[config.mk]
export PLATFORM = sky130hd
export DESIGN_NAME = bitplane_pass_sequencer
export DESIGN_NICKNAME = d
export VERILOG_FILES = /design/src/rtl/bpps_pkg.sv /design/src/rtl/bpps_fifo.sv /design/src/rtl/bpps_pass_gen.sv /design/src/rtl/bpps_drain.sv /design/src/rtl/bitplane_pass_sequencer.sv
export SDC_FILE = /design/constraint.sdc
export NUM_CORES = 1
export LEC_CHECK = 0
export ABC_AREA = 1
export BUFFER_PORTS_ARGS = -buffer_cell sky130_fd_sc_hd__buf_4
export CAP_MARGIN = 5
export CORE_AREA = 2 2 112 141
export CTS_CLUSTER_SIZE = 16
export DETAILED_ROUTE_END_ITERATION = 6
export DIE_AREA = 0 0 114 143
export GPL_TIMING_DRIVEN = 0
export PLACE_DENSITY_LB_ADDON = 0.08
export SYNTH_ARGS = -nofsm -noshare
export SYNTH_HDL_FRONTEND = slang
export SYNTH_HIERARCHICAL = 1
export SYNTH_SLANG_ARGS = --single-unit
[constraint.sdc]
create_clock -name clk_i -period 12.92 [get_ports clk_i]
set_input_delay 1.938 -clock clk_i [delete_from_list [all_inputs] [get_ports clk_i]]
set_output_delay 1.938 -clock clk_i [all_outputs]
set_load 0.005 [all_outputs]
[src/rtl/bpps_pkg.sv]
package bpps_pkg;
  typedef enum logic [1:0] {
    PASS_SP = 2'd0,
    PASS_MR = 2'd1,
    PASS_CU = 2'd2
  } pass_e;

  localparam int CTX_W = 5;

  typedef struct packed {
    logic [CTX_W-1:0] ctx;
    logic             dbit;
  } sym_t;
endpackage

[src/rtl/bpps_fifo.sv]
module bpps_fifo #(
  parameter int DEPTH = 2,
  parameter int W     = 6
) (
  input  logic         clk_i,
  input  logic         rst_ni,
  input  logic         push_i,
  input  logic [W-1:0] din_i,
  input  logic         pop_i,
  output logic [W-1:0] dout_o,
  output logic         full_o,
  output logic         empty_o
);
  localparam int AW  = (DEPTH > 1) ? $clog2(DEPTH) : 1;
  localparam int CW  = $clog2(DEPTH + 1);

  logic [W-1:0]  mem_q [DEPTH];
  logic [AW-1:0] wp_q, rp_q;
  logic [CW-1:0] cnt_q;

  assign full_o  = (cnt_q == CW'(DEPTH));
  assign empty_o = (cnt_q == '0);
  assign dout_o  = mem_q[rp_q];

  always_ff @(posedge clk_i or negedge rst_ni) begin
    if (!rst_ni) begin
      wp_q  <= '0;
      rp_q  <= '0;
      cnt_q <= '0;
    end else begin
      if (push_i) wp_q <= (wp_q == AW'(DEPTH-1)) ? '0 : wp_q + 1'b1;
      if (pop_i)  rp_q <= (rp_q == AW'(DEPTH-1)) ? '0 : rp_q + 1'b1;
      if (push_i && !pop_i)      cnt_q <= cnt_q + 1'b1;
      else if (pop_i && !push_i) cnt_q <= cnt_q - 1'b1;
    end
  end

  always_ff @(posedge clk_i) begin
    if (push_i) mem_q[wp_q] <= din_i;
  end

  a_r7_no_overflow: assert property (@(posedge clk_i) disable iff (!rst_ni)
    !(push_i && full_o && !pop_i));
  a_r7_no_underflow: assert property (@(posedge clk_i) disable iff (!rst_ni)
    !(pop_i && empty_o));
endmodule

[src/rtl/bpps_pass_gen.sv]
module bpps_pass_gen
  import bpps_pkg::*;
#(
  parameter int COLS    = 4,
  parameter int STRIPES = 2,
  parameter int MAG_W   = 4,
  localparam int ADDR_W = $clog2(COLS * 4 * STRIPES)
) (
  input  logic              clk_i,
  input  logic              rst_ni,
  input  logic              start_i,
  output logic [ADDR_W-1:0] addr_o,
  input  logic [MAG_W-1:0]  rdata_i,
  input  logic [2:0]        closed_i,
  input  logic [2:0]        full_i,
  output logic [2:0]        push_o,
  output sym_t              sym_o,
  output logic [2:0]        close_o,
  output logic              begin_o,
  output logic              fin_o,
  input  logic              flush_i
);
  localparam int ROWS    = 4 * STRIPES;
  localparam int N       = COLS * ROWS;
  localparam int COL_W   = $clog2(COLS);
  localparam int ROW_W   = $clog2(ROWS);
  localparam int PLANE_W = (MAG_W > 1) ? $clog2(MAG_W) : 1;

  typedef enum logic [2:0] {
    ST_IDLE, ST_SRD, ST_SEV, ST_WAIT, ST_RD, ST_EV, ST_FIN
  } state_e;

  state_e              state_q;
  pass_e               pass_q;
  logic [ADDR_W-1:0]   k_q;
  logic [PLANE_W-1:0]  plane_q;
  logic [MAG_W-1:0]    acc_q, acc_n;
  logic [N-1:0]        sig_q, vis_q;

  logic [ROW_W-1:0]  row;
  logic [COL_W-1:0]  col;
  logic [ADDR_W-1:0] cur;
  logic [2:0]        nb;
  logic              last, dbit, emit, blocked, step;

  function automatic logic [PLANE_W-1:0] top_bit(input logic [MAG_W-1:0] v);
    top_bit = '0;
    for (int i = 0; i < MAG_W; i++) if (v[i]) top_bit = PLANE_W'(i);
  endfunction

  // stripe-major, column-major inside stripe, 4 rows per column
  assign col    = k_q[COL_W+1:2];
  assign row    = ROW_W'({k_q >> (COL_W + 2), k_q[1:0]});
  assign cur    = {row, col};
  assign addr_o = cur;
  assign last   = (k_q == ADDR_W'(N - 1));
  assign acc_n  = acc_q | rdata_i;
  assign dbit   = rdata_i[plane_q];

  always_comb begin
    nb = '0;
    if (row != '0 && sig_q[cur - ADDR_W'(COLS)])              nb = nb + 3'd1;
    if (row != ROW_W'(ROWS - 1) && sig_q[cur + ADDR_W'(COLS)]) nb = nb + 3'd1;
    if (col != '0 && sig_q[cur - ADDR_W'(1)])                  nb = nb + 3'd1;
    if (col != COL_W'(COLS - 1) && sig_q[cur + ADDR_W'(1)])    nb = nb + 3'd1;
  end

  always_comb begin
    case (pass_q)
      PASS_SP: emit = !sig_q[cur] && (nb != '0);
      PASS_MR: emit = sig_q[cur] && !vis_q[cur];
      default: emit = !sig_q[cur] && !vis_q[cur];
    endcase
  end

  assign blocked = emit && full_i[pass_q];
  assign step    = (state_q == ST_EV) && !blocked;
  assign push_o  = (step && emit) ? (3'b001 << pass_q) : 3'b000;
  assign close_o = (step && last) ? (3'b001 << pass_q) : 3'b000;
  assign sym_o   = '{ctx: {pass_q, nb}, dbit: dbit};
  assign begin_o = (state_q == ST_IDLE) && start_i;
  assign fin_o   = (state_q == ST_FIN);

  always_ff @(posedge clk_i or negedge rst_ni) begin
    if (!rst_ni) begin
      state_q <= ST_IDLE;
      pass_q  <= PASS_CU;
      k_q     <= '0;
      plane_q <= '0;
      acc_q   <= '0;
      sig_q   <= '0;
      vis_q   <= '0;
    end else begin
      case (state_q)
        ST_IDLE: if (start_i) begin
          k_q     <= '0;
          acc_q   <= '0;
          sig_q   <= '0;
          vis_q   <= '0;
          state_q <= ST_SRD;
        end
        ST_SRD: state_q <= ST_SEV;
        ST_SEV: begin
          acc_q <= acc_n;
          if (last) begin
            k_q <= '0;
            if (acc_n == '0) state_q <= ST_FIN;
            else begin
              plane_q <= top_bit(acc_n);
              pass_q  <= PASS_CU;
              state_q <= ST_WAIT;
            end
          end else begin
            k_q     <= k_q + 1'b1;
            state_q <= ST_SRD;
          end
        end
        // a pass may start only once its queue has been drained and released
        ST_WAIT: if (!closed_i[pass_q]) begin
          k_q     <= '0;
          state_q <= ST_RD;
        end
        ST_RD: state_q <= ST_EV;
        ST_EV: if (!blocked) begin
          if (pass_q == PASS_SP && emit) begin
            vis_q[cur] <= 1'b1;
            if (dbit) sig_q[cur] <= 1'b1;
          end
          if (pass_q == PASS_CU) begin
            vis_q[cur] <= 1'b0;
            if (emit && dbit) sig_q[cur] <= 1'b1;
          end
          if (last) begin
            state_q <= ST_WAIT;
            case (pass_q)
              PASS_SP: pass_q <= PASS_MR;
              PASS_MR: pass_q <= PASS_CU;
              default: begin
                if (plane_q == '0) state_q <= ST_FIN;
                else begin
                  plane_q <= plane_q - 1'b1;
                  pass_q  <= PASS_SP;
                end
              end
            endcase
          end else begin
            k_q     <= k_q + 1'b1;
            state_q <= ST_RD;
          end
        end
        ST_FIN: if (flush_i) state_q <= ST_IDLE;
        default: state_q <= ST_IDLE;
      endcase
    end
  end

  a_r3_close_onehot: assert property (@(posedge clk_i) disable iff (!rst_ni)
    $onehot0(close_o));
  a_r7_stall_hold: assert property (@(posedge clk_i) disable iff (!rst_ni)
    (state_q == ST_EV && blocked) |=> (state_q == ST_EV && $stable(k_q)));
endmodule

[src/rtl/bpps_drain.sv]
module bpps_drain
  import bpps_pkg::*;
(
  input  logic       clk_i,
  input  logic       rst_ni,
  input  logic       begin_i,
  input  sym_t       head_sp_i,
  input  sym_t       head_mr_i,
  input  sym_t       head_cu_i,
  input  logic [2:0] empty_i,
  input  logic [2:0] close_i,
  input  logic       fin_i,
  output logic [2:0] pop_o,
  output logic [2:0] closed_o,
  output logic       sym_valid_o,
  input  logic       sym_ready_i,
  output sym_t       sym_o,
  output logic       flush_o
);
  pass_e      dq_q;
  logic [2:0] closed_q, sel, clr;

  assign sel         = 3'b001 << dq_q;
  assign sym_valid_o = !empty_i[dq_q];
  assign pop_o       = (sym_valid_o && sym_ready_i) ? sel : 3'b000;
  assign clr         = (empty_i[dq_q] && closed_q[dq_q]) ? sel : 3'b000;
  assign closed_o    = closed_q;
  assign flush_o     = fin_i && (&empty_i) && (closed_q == '0);

  always_comb begin
    case (dq_q)
      PASS_SP: sym_o = head_sp_i;
      PASS_MR: sym_o = head_mr_i;
      default: sym_o = head_cu_i;
    endcase
  end

  always_ff @(posedge clk_i or negedge rst_ni) begin
    if (!rst_ni) begin
      dq_q     <= PASS_CU;
      closed_q <= '0;
    end else begin
      closed_q <= (closed_q | close_i) & ~clr;
      if (begin_i) dq_q <= PASS_CU;
      else if (clr != '0) begin
        case (dq_q)
          PASS_SP: dq_q <= PASS_MR;
          PASS_MR: dq_q <= PASS_CU;
          default: dq_q <= PASS_SP;
        endcase
      end
    end
  end

  a_r6_hold: assert property (@(posedge clk_i) disable iff (!rst_ni)
    (sym_valid_o && !sym_ready_i) |=> (sym_valid_o && $stable(sym_o)));
  a_r5_one_pop: assert property (@(posedge clk_i) disable iff (!rst_ni)
    $onehot0(pop_o));
  a_r8_flush_idle: assert property (@(posedge clk_i) disable iff (!rst_ni)
    flush_o |-> !sym_valid_o);
  a_r8_flush_pulse: assert property (@(posedge clk_i) disable iff (!rst_ni)
    flush_o |=> !flush_o);
endmodule

[src/rtl/bitplane_pass_sequencer.sv]
module bitplane_pass_sequencer
  import bpps_pkg::*;
#(
  parameter int COLS    = 4,
  parameter int STRIPES = 2,
  parameter int MAG_W   = 4,
  parameter int QDEPTH  = 2,
  localparam int ADDR_W = $clog2(COLS * 4 * STRIPES)
) (
  input  logic              clk_i,
  input  logic              rst_ni,
  input  logic              start_i,
  output logic [ADDR_W-1:0] mem_addr_o,
  input  logic [MAG_W-1:0]  mem_rdata_i,
  output logic              sym_valid_o,
  input  logic              sym_ready_i,
  output logic [CTX_W-1:0]  sym_ctx_o,
  output logic              sym_bit_o,
  output logic              flush_o
);
  localparam int SW = $bits(sym_t);

  sym_t       gen_sym, out_sym;
  sym_t       heads [3];
  logic [2:0] push, pop, full, empty, close, closed;
  logic       begin_blk, fin;

  bpps_pass_gen #(.COLS(COLS), .STRIPES(STRIPES), .MAG_W(MAG_W)) gen_i (
    .clk_i, .rst_ni, .start_i,
    .addr_o(mem_addr_o), .rdata_i(mem_rdata_i),
    .closed_i(closed), .full_i(full), .push_o(push), .sym_o(gen_sym),
    .close_o(close), .begin_o(begin_blk), .fin_o(fin), .flush_i(flush_o)
  );

  for (genvar q = 0; q < 3; q++) begin : g_queue
    bpps_fifo #(.DEPTH(QDEPTH), .W(SW)) fifo_i (
      .clk_i, .rst_ni,
      .push_i(push[q]), .din_i(gen_sym),
      .pop_i(pop[q]), .dout_o(heads[q]),
      .full_o(full[q]), .empty_o(empty[q])
    );
  end

  bpps_drain drain_i (
    .clk_i, .rst_ni, .begin_i(begin_blk),
    .head_sp_i(heads[0]), .head_mr_i(heads[1]), .head_cu_i(heads[2]),
    .empty_i(empty), .close_i(close), .fin_i(fin),
    .pop_o(pop), .closed_o(closed),
    .sym_valid_o, .sym_ready_i, .sym_o(out_sym), .flush_o
  );

  assign sym_ctx_o = out_sym.ctx;
  assign sym_bit_o = out_sym.dbit;
endmodule

---- Word-level counts from Yosys, hierarchy flattened ----
Memories as Yosys holds them, arrays and structs flattened.
Index checks and enable logic that the tools add are counted.
word-level totals
  register bits after elaboration ......... 97
  RAM bits ................................ 36
  input bits .............................. 8
  output and inout bits ................... 13
  logic and storage cells ................. 257
  memories ................................ 3
memory list
  name                     depth  width  rd ports  clocked after Yosys merged registers in  wr ports  RTL line         RTL
  g_queue[0].fifo_i.mem_q  2      6      1         0                                        1         bpps_fifo.sv:17  logic [W-1:0] mem_q [DEPTH];
  g_queue[1].fifo_i.mem_q  2      6      1         0                                        1         bpps_fifo.sv:17
  g_queue[2].fifo_i.mem_q  2      6      1         0                                        1         bpps_fifo.sv:17
operators by class
  add/sub/neg operators ................... 21
  magnitude comparators ................... 9
  equality and inequality tests ........... 26
  shifts and indexed selects .............. 2
  multiplexer cells ....................... 105
  bitwise gates (word level) .............. 9
  reduce and logical (&&, ||, !) cells .... 64
operator list
  kind                   number
  $mux W32               13
  $pmux W32 S2           2
  $or A32 B32 Y32        3
  $mux W3                16
  $mux W2                21
  $and A32 B32 Y32       1
  $not A32 Y32           1
  $bmux W1 S5            6
  $lt A5 B6 Y1 const B   5
  $mux W1                26
  $logic_and A1 B1 Y1    25
  $mux W5                5
  $pmux W3 S7            1
  $pmux W5 S4            1
  $ne A2 B2 Y1 const B   9
  $pmux W2 S2            4
  $reduce_bool A2 Y1     8
  $logic_not A2 Y1       6
  $pmux W6 S2            1
  $add A5 B1 Y5 const B  2
  $bmux W1 S2            5
  $logic_not A1 Y1       10
  $add A3 B1 Y3 const B  3
  $eq A3 B3 Y1 const B   3
  36 further kinds       59

---- Longest topological paths before layout ----
Gate-level depths: netlist (run 1).
  depth after elaboration ................. 23
  depth in mapped cells ................... 35

---- Cells and area by module ----
The synthesis (run 1) kept the hierarchy.
by module, submodules not included
  module         times used  cells an instance  area each (um^2)  sequential area each (um^2)
  bpps_pass_gen  1           958                6,392.4           2,003.2
  bpps_fifo      3           44                 668.1             460.4
  bpps_drain     1           74                 475.5             126.4

---- Least setup slack after synthesis (run 1) ----
OpenSTA, ideal clock, no wires.
  path kind ............................... register -> register
  start point ............................. reg gen_i.k_q[2]
  end point ............................... mem g_queue[1].fifo_i.mem_q[0][0], enable pin
  setup time .............................. 0.350 ns
  arrival ................................. 3.739 ns
  data required time ...................... 12.570 ns
  setup slack ............................. 8.831 ns
  stages on the path, launching flop included .. 28
  path buffers ............................ 6
  cell sequence ........................... dfrtp_1 -> buf_6 -> inv_4 -> buf_6 -> buf_4 -> buf_6 -> ha_1 -> buf_4 -> inv_2 -> buf_4 -> nand3_1 -> nand2_1 -> nand2_1 -> nand3_1 -> nand3_2 -> nand4_1 -> nand2_1 -> ha_1 -> or2_0 -> nand2_1 -> nand3_2 -> nand2_4 -> nand2_4 -> nand2_1 -> nand3_1 -> nor2_1 -> inv_1 -> nor2_1
between the ends
  cells in the longest elaborated chain, start to end .. 21
  elaborated cells on any way between the ends .. 43
  classes of those cells .................. add/sub (7); eq/ne (1); mux (20); reduce/logical (15)
ends and longest elaborated chain
  element                            RTL line                       RTL
  from (decl)                        bpps_pass_gen.sv:35            logic [ADDR_W-1:0] k_q;
  from (signal assigned)             bpps_pass_gen.sv:114           k_q <= k_q + 1'b1;
  from (signal assigned)             bpps_pass_gen.sv:147           k_q <= k_q + 1'b1;
  $sub A5 B3 Y5                      bpps_pass_gen.sv:62            if (row != '0 && sig_q[cur - ADDR_W'(COLS)]) nb = nb + 3'd1;
  $bmux W1 S5                        bpps_pass_gen.sv:62
  $mux W1 (implied by the code)      bpps_pass_gen.sv:62
  $logic_and A1 B1 Y1                bpps_pass_gen.sv:62
  $mux W1                            bpps_pass_gen.sv:62
  $add A3 B1 Y3                      bpps_pass_gen.sv:63            if (row != ROW_W'(ROWS - 1) && sig_q[cur + ADDR_W'(COLS)]) nb = nb + 3'd1;
  $mux W3                            bpps_pass_gen.sv:63
  $add A3 B1 Y3                      bpps_pass_gen.sv:64            if (col != '0 && sig_q[cur - ADDR_W'(1)]) nb = nb + 3'd1;
  [6 not listed]                     -
  $logic_and A1 B1 Y1                bpps_pass_gen.sv:76            assign blocked = emit && full_i[pass_q];
  $logic_not A1 Y1                   bpps_pass_gen.sv:77            assign step = (state_q == ST_EV) && !blocked;
  $logic_and A1 B1 Y1                bpps_pass_gen.sv:77
  $logic_and A1 B1 Y1 (*)            bpps_pass_gen.sv:78            assign push_o = (step && emit) ? (3'b001 << pass_q) : 3'b000;
  $mux W3 (*)                        bpps_pass_gen.sv:78
  via push[1]                        bitplane_pass_sequencer.sv:25  logic [2:0] push, pop, full, empty, close, closed;
  $mux W1 (*)                        bpps_fifo.sv:39                if (push_i) mem_q[wp_q] <= din_i;
  $mux W1 (implied by the code) (*)  bpps_fifo.sv:39
  to (decl)                          bpps_fifo.sv:17
Mark *: on every way through the listed nets, which the timed path passes. The rest lies on a longest branch. The select of a mux whose other input is x is not followed.

==> results.yml, run 1 <==
run_status:
  status: "finished, final reports clean"
cts:
  numCtsBuffers: 17
  cts_tree: "done"
  clk_pin_slew_worst_paths_ps: 60
  h-tree-depth: 4
  cts_hold_buffers: 0
  cts-root-buf: "clkbuf_16"
  max-clock-path-buffers: 2
  clock-sinks: 133
  cts_post_setup_buffers_inserted: 0
  clk_latency_ps: 420
  ctsResizeCount: 0
timing:
  slew_headroom_pct: 53.3
  worstMarginPinSlew_ps: 701
  finalCritPeriodShare_pct: 40.6
  setup_violations: 0
  rsz0062_at_grt: "false"
  hold_slack_ps: 480
  fmax_mhz: 191
  post-route-min-period_ps: 5250
  fin_worst_skew_ps: 5.59
  tns_ps: 0
  maxSlewViolCount: 0
  hold_viol_final: 0
drt:
  drcViolationCount: 0
  first_pass_iters: 7
  vias_per_cell: 5.61
  routedWlPerCell_um: 17.1
  vias: 7851
  routed_wl_mm: 24.0
  postRouteAntennaNets: 0
  routed-wl-met2_mm: 12.0
  wl_met1_mm: 9.72
  top_layer: "met4"
  dr_wl_met3_mm: 1.07
  drt_iter0_markers: 740
place:
  placed_cell_area_um2: 9250
  dp_cells: 1366
  portBuffers: 20
  gp_congestion: 0.946
  post-dp-hpwl_mm: 17.8
synthesis:
  synth_area_leaders: "dfrtp_1 27%, nand2_1 13%, edfxtp_1 12%"
  synth_cell_types: 51
  synth.net_count: 1188
  synth_top_area_cell: "dfrtp_1"
  yosys-top-cells-count: "307 x nand2_1, 126 x inv_1, 113 x nor2_1"
  ys_warn_count: 6
  seq_area_frac_synth_pct: 39.6
  synthFlopType: "dfrtp_1"
  syn_inst: 1164
  synth_top_cell_area_share_pct: 26.8
  synth_area_um2: 8870
  async_reset_ff_share_pct: 72.9
  yosys.cell_count.top_type: "nand2_1"
  postSynthAreaPerCell_um2: 7.62
  ys_ff_latch: 133
  synth_edf_count: 36
critical_path:
  required_ps: 12980
  path_class: "flop to flop"
  startpoint_type: "flop"
  critPathCaptureType: "flop"
  cp_max_fo: 10
  arrival_ps: 5300
flow_run:
  drv_cap: 0
global_route:
  grt_start_max_net_pins: 98
  antenna_found_initial: 0
  grt_pass1_wl_mm: 38.0
  grt_pass1_vias: 7525
  track_usage_pct: 30.4
  overflow: 0
cells_and_area:
  final_net_count: 1228
  fillers: 1331
  drive_gt1_share_pct: 16.1
  fin_cells: 1399
  fin_area_um2: 9810
  syn_to_final_growth_pct: 10.6
  antenna_cells: 0
floorplanning:
  ios: 21
  initial_core_util_pct: 59.6
  die_w_um: 114
  die-area_um2: 16300
  die_h_um: 143
  num_rows: 50
  core_um2: 14900
pwr:
  p_per_area_nw_per_um2: 185
  ir_worst_vdd_mv: 0.119
  p_leak_uw: 0.00446
min_path:
  hp-class: "flop to flop"
[logic make-up after synthesis]
family          count (synthesis)  synth area share [%]
compound gates                214                  14.2
xor+xnor                       13                  1.45
mux                            18                  3.05
simple gates                  579                  28.7
fa+ha+maj                      16                  2.26
buf+inv                       191                  10.8
flops                         133                  39.6
[path summary, 6_finish.rpt]
| path | startpoint | end | slack [ps] | depth (start not counted) |
|---|---|---|---|---|
| worst max-delay path | gen_i/k_q[3] | g_queue[1].fifo_i/mem_q[0][2] | 7670 | 26 |
| worst min-delay path | gen_i/vis_q[6] | gen_i/vis_q[6] | 480 | 2 |
| worst max register to register | gen_i/k_q[3] | g_queue[1].fifo_i/mem_q[0][2] | 7670 | 26 |
| worst min register to register | gen_i/vis_q[6] | gen_i/vis_q[6] | 480 | 2 |
| max in group asynchronous | rst_ni | gen_i/pass_q[1] | 10950 | 2 |
| min in group asynchronous | rst_ni | gen_i/sig_q[5] | 1510 | 2 |
[cells in the final DEF (no fill, tap or decap), drive strengths merged]
cell type	instances
nand2	342
o21bai	17
clkinvlp	2
dfrtp	95
nand3b	2
clkbuf	39
nor4	3
a21oi	74
nand4	14
inv	133
o211ai	1
a211oi	1
a22oi	2
mux2	18
edfxtp	36
nand3	96
xor2	9
o21ai	110
nor2	115
nor3	2
a31oi	1
a21boi	2
ha	16
or2	5
bufinv	1
dfstp	2
a22o	4
xnor2	4
clkinv	8
o22ai	1
buf	61
a32oi	1
[worst max-delay path, cell delays in order, from the launching register on]
cell,delay [ps]
dfrtp_1,430
buf_4,240
buf_1,510
a21oi_1,80
o21ai_0,110
nand2_1,110
o21ai_0,360
nand2_1,100
nand3b_1,100
a21oi_1,80
ha_1,330
inv_1,60
nand4_1,120
nand2_1,110
ha_1,180
nand4_1,90
nand2_1,70
nand2_1,160
inv_1,110
nand3_2,130
nand2_4,160
nand2_4,80
nand2_1,80
nand3_1,120
nor2_1,400
inv_1,80
nor2_1,460
[area by class of cell]
type	instances	area [um^2]	share of cell area, %
buffer	57	438	4.46
clock buffer	22	444	4.53
clock inverter	10	83.8	0.855
inverter	134	518	5.28
multi-input combinational	840	4410	44.9
sequential	133	3510	35.8
tap	182	228	2.32
timing repair buffer	21	181	1.85
[per-stage QoR]
step	util (%)	setup slack [ps]	power, uW
6_report	65.9	7670	1820
5_1_grt	65.9	7290	1920
4_1_cts	65.7	7740	1810
3_5_place_dp	62.1	7790	1370
3_3_place_gp	62.1	7860	1350
2_1_floorplan	-	8830	1140
[where the power goes]
part / leakage [uW] / internal (uW) / total (uW) / switching, uW
Combinational: 0.00256 / 259 / 842 / 583
Clock: 0.000257 / 262 / 440 / 178
Sequential: 0.00165 / 497 / 535 / 37.7
[routing by layer]
metal,vias up,GRT usage [%]
met3,82,4.24
li1,3867,-
met5,-,0
met2,249,53.0
met4,0,17.1
met1,3653,35.7
[registers in the layout, summed over array words and instances, names as in the netlist]
register	flops
g_queue.fifo_i/mem_q	36
gen_i/sig_q	32
gen_i/vis_q	32
g_queue.fifo_i/cnt_q	6
gen_i/k_q	5
gen_i/acc_q	4
drain_i/closed_o	3
g_queue.fifo_i/rp_q	3
g_queue.fifo_i/wp_q	3
gen_i/state_q	3
drain_i/dq_q	2
gen_i/pass_q	2
gen_i/plane_q	2
Power figures use the tool's default switching activity.
==> inputs of run 2 (changes only) <==
Clock period 12.92 ns to 5.2 ns, I/O delays scaled along.
==> run 2 against run 1 <==
Final area grew 0.32%. Utilization grew 0.21 points. First-iteration DRC count increased by 1.9%. Combinational power grew 150%. Non-clock buffer count unchanged. Total power grew 150%. Worst hold slack worse by 130 ps. Critical path depth rose by 7. Worst setup slack got worse by 7300 ps.
==> results.yml, run 2 (synthesis gave the netlist of run 1 again) <==
timing:
  worstMarginPinSlew_ps: 731
  finalCritPeriodShare_pct: 93.4
  slew_headroom_pct: 51.2
  fmax_mhz: 206
  rsz0062_at_grt: "true"
  setup_violations: 0
  post-route-min-period_ps: 4850
  maxSlewViolCount: 0
  fin_worst_skew_ps: 6.10
  hold_viol_final: 0
  tns_ps: 0
critical_path:
  rrSetupSlack_ps: 350
  reg2reg_to: "g_queue[2].fifo_i/cnt_q[1]"
  r2r_start: "gen_i/k_q[2]"
  cpPeakStageDelay_ps: 430
  path_buf_inv: 10
  startpoint_type: "flop"
  ff2ff_path_depth: 33
  crit_path_frequent_cell: "nand2_1"
  crit_family: "simple AND/OR/NAND/NOR gates"
  cp_max_fo: 11
  arrival_ps: 5160
  path_class: "flop to flop"
  critPathCaptureType: "flop"
  slowest_stage: "dfrtp_1"
  required_ps: 5510
run_status:
  status: "finished, final reports clean"
cts:
  cts_post_setup_buffers_inserted: 0
  cts_hold_buffers: 0
  ctsResizeCount: 0
  numCtsBuffers: 17
  cts_tree: "done"
  clock-sinks: 133
  clk_pin_slew_worst_paths_ps: 60
  h-tree-depth: 4
  max-clock-path-buffers: 2
  clk_latency_ps: 420
  cts-root-buf: "clkbuf_16"
drt:
  first_pass_iters: 6
  drcViolationCount: 0
  routedWlPerCell_um: 17.1
  vias_per_cell: 5.63
  drt_iter0_markers: 754
  postRouteAntennaNets: 0
  routed_wl_mm: 24.0
  vias: 7881
place:
  placed_cell_area_um2: 9250
  gp_congestion: 0.946
  dp_cells: 1366
  post-dp-hpwl_mm: 17.8
  portBuffers: 20
pwr:
  pwr-share-comb_pct: 46.3
  ir_worst_vdd_mv: 0.299
  p_total_uw: 4520
  netSwitchingFraction_pct: 44.0
  p_per_area_nw_per_um2: 460
  clock_power_share_pct: 24.1
  p_switching_uw: 1990
  seq_power_share_pct: 29.5
  p_int_uw: 2530
  p_leak_uw: 0.00447
cells_and_area:
  fin_area_um2: 9840
  layout_commonest_cell: "nand2_1"
  multi_input_area_um2: 4440
  final_net_count: 1228
  max_flop_register: "g_queue.fifo_i/mem_q"
  fin_cells: 1399
  layout_top_registers: "g_queue.fifo_i/mem_q: 36 flops, gen_i/sig_q: 32 flops, gen_i/vis_q: 32 flops"
  drive_gt1_share_pct: 16.7
  largest_reg_flops: 36
  layout_common_cells: "307 x nand2_1, 126 x inv_1, 107 x nor2_1, 101 x o21ai_0, 95 x dfrtp_1"
  syn_to_final_growth_pct: 10.9
  utilization_pct: 66.1
  antenna_cells: 0
  regArea_um2: 3510
  fillers: 1326
global_route:
  antenna_found_initial: 0
  track_usage_pct: 30.4
  grt_pass1_wl_mm: 38.0
  overflow: 0
  grt_start_max_net_pins: 98
  grt_pass1_vias: 7525
floorplanning:
  initial_core_util_pct: 59.6
  die_w_um: 114
  num_rows: 50
  die_h_um: 143
  ios: 21
  core_um2: 14900
  die-area_um2: 16300
flow_run:
  drv_cap: 0
min_path:
  hp-class: "input pin to async pin"
==> run 2: changes by cell type in the layout (fill, tap and decap cells not counted), sizes merged <==
| cell | before | now |
|---|---|---|
| buf | 61 | 60 |
| clkbuf | 39 | 40 |
==> run 2: routing by layer <==
layer,GRT usage (%),wire [um],up-vias
met4,17.1,1280,0
met5,0,0,-
met3,4.24,1170,83
met1,35.7,9600,3660
li1,-,-,3870
met2,53.0,11900,268
==> run 2: power by group through the flow <==
stage | clock [uW] | sequential, uW | combinational (uW)
5_1_grt | 1150 | 1350 | 2290
3_5_place_dp | 0 | 1340 | 2050
4_1_cts | 1110 | 1330 | 2070
2_1_floorplan | 0 | 1320 | 1530
3_3_place_gp | 0 | 1340 | 2020
6_report | 1090 | 1340 | 2100
==> run 2: cell type report <==
type	count	area share [%]
multi-input cells	840	45.1
flip-flops and latches	133	35.7
inverters	134	5.26
clock buffers	22	4.51
plain buffers	57	4.46
well taps	182	2.31
repair buffers	21	1.84
clock inverters	10	0.852
==> run 2: per-stage QoR <==
| stage | worst slack, ps | hold WS [ps] |
|---|---|---|
| 2_1_floorplan | 1110 | 449 |
| 3_3_place_gp | 143 | 464 |
| 3_5_place_dp | 70.1 | 466 |
| 4_1_cts | 19.5 | 482 |
| 5_1_grt | -48.5 | 414 |
| 6_report | 345 | 355 |
==> run 2: worst max-delay path by stage <==
stage,from,end,slack [ps],cells past startpoint
final,gen_i/k_q[2],g_queue[2].fifo_i/cnt_q[1],350,33
after global routing,gen_i/k_q[2],g_queue[1].fifo_i/cnt_q[1],-50,33
after CTS,gen_i/k_q[3],g_queue[1].fifo_i/mem_q[0][0],20,26
after detailed placement,gen_i/k_q[3],g_queue[1].fifo_i/mem_q[0][1],70,26
after global placement,gen_i/k_q[3],g_queue[0].fifo_i/mem_q[0][3],140,26
after floorplan,gen_i/k_q[2],g_queue[1].fifo_i/mem_q[0][0],1110,27
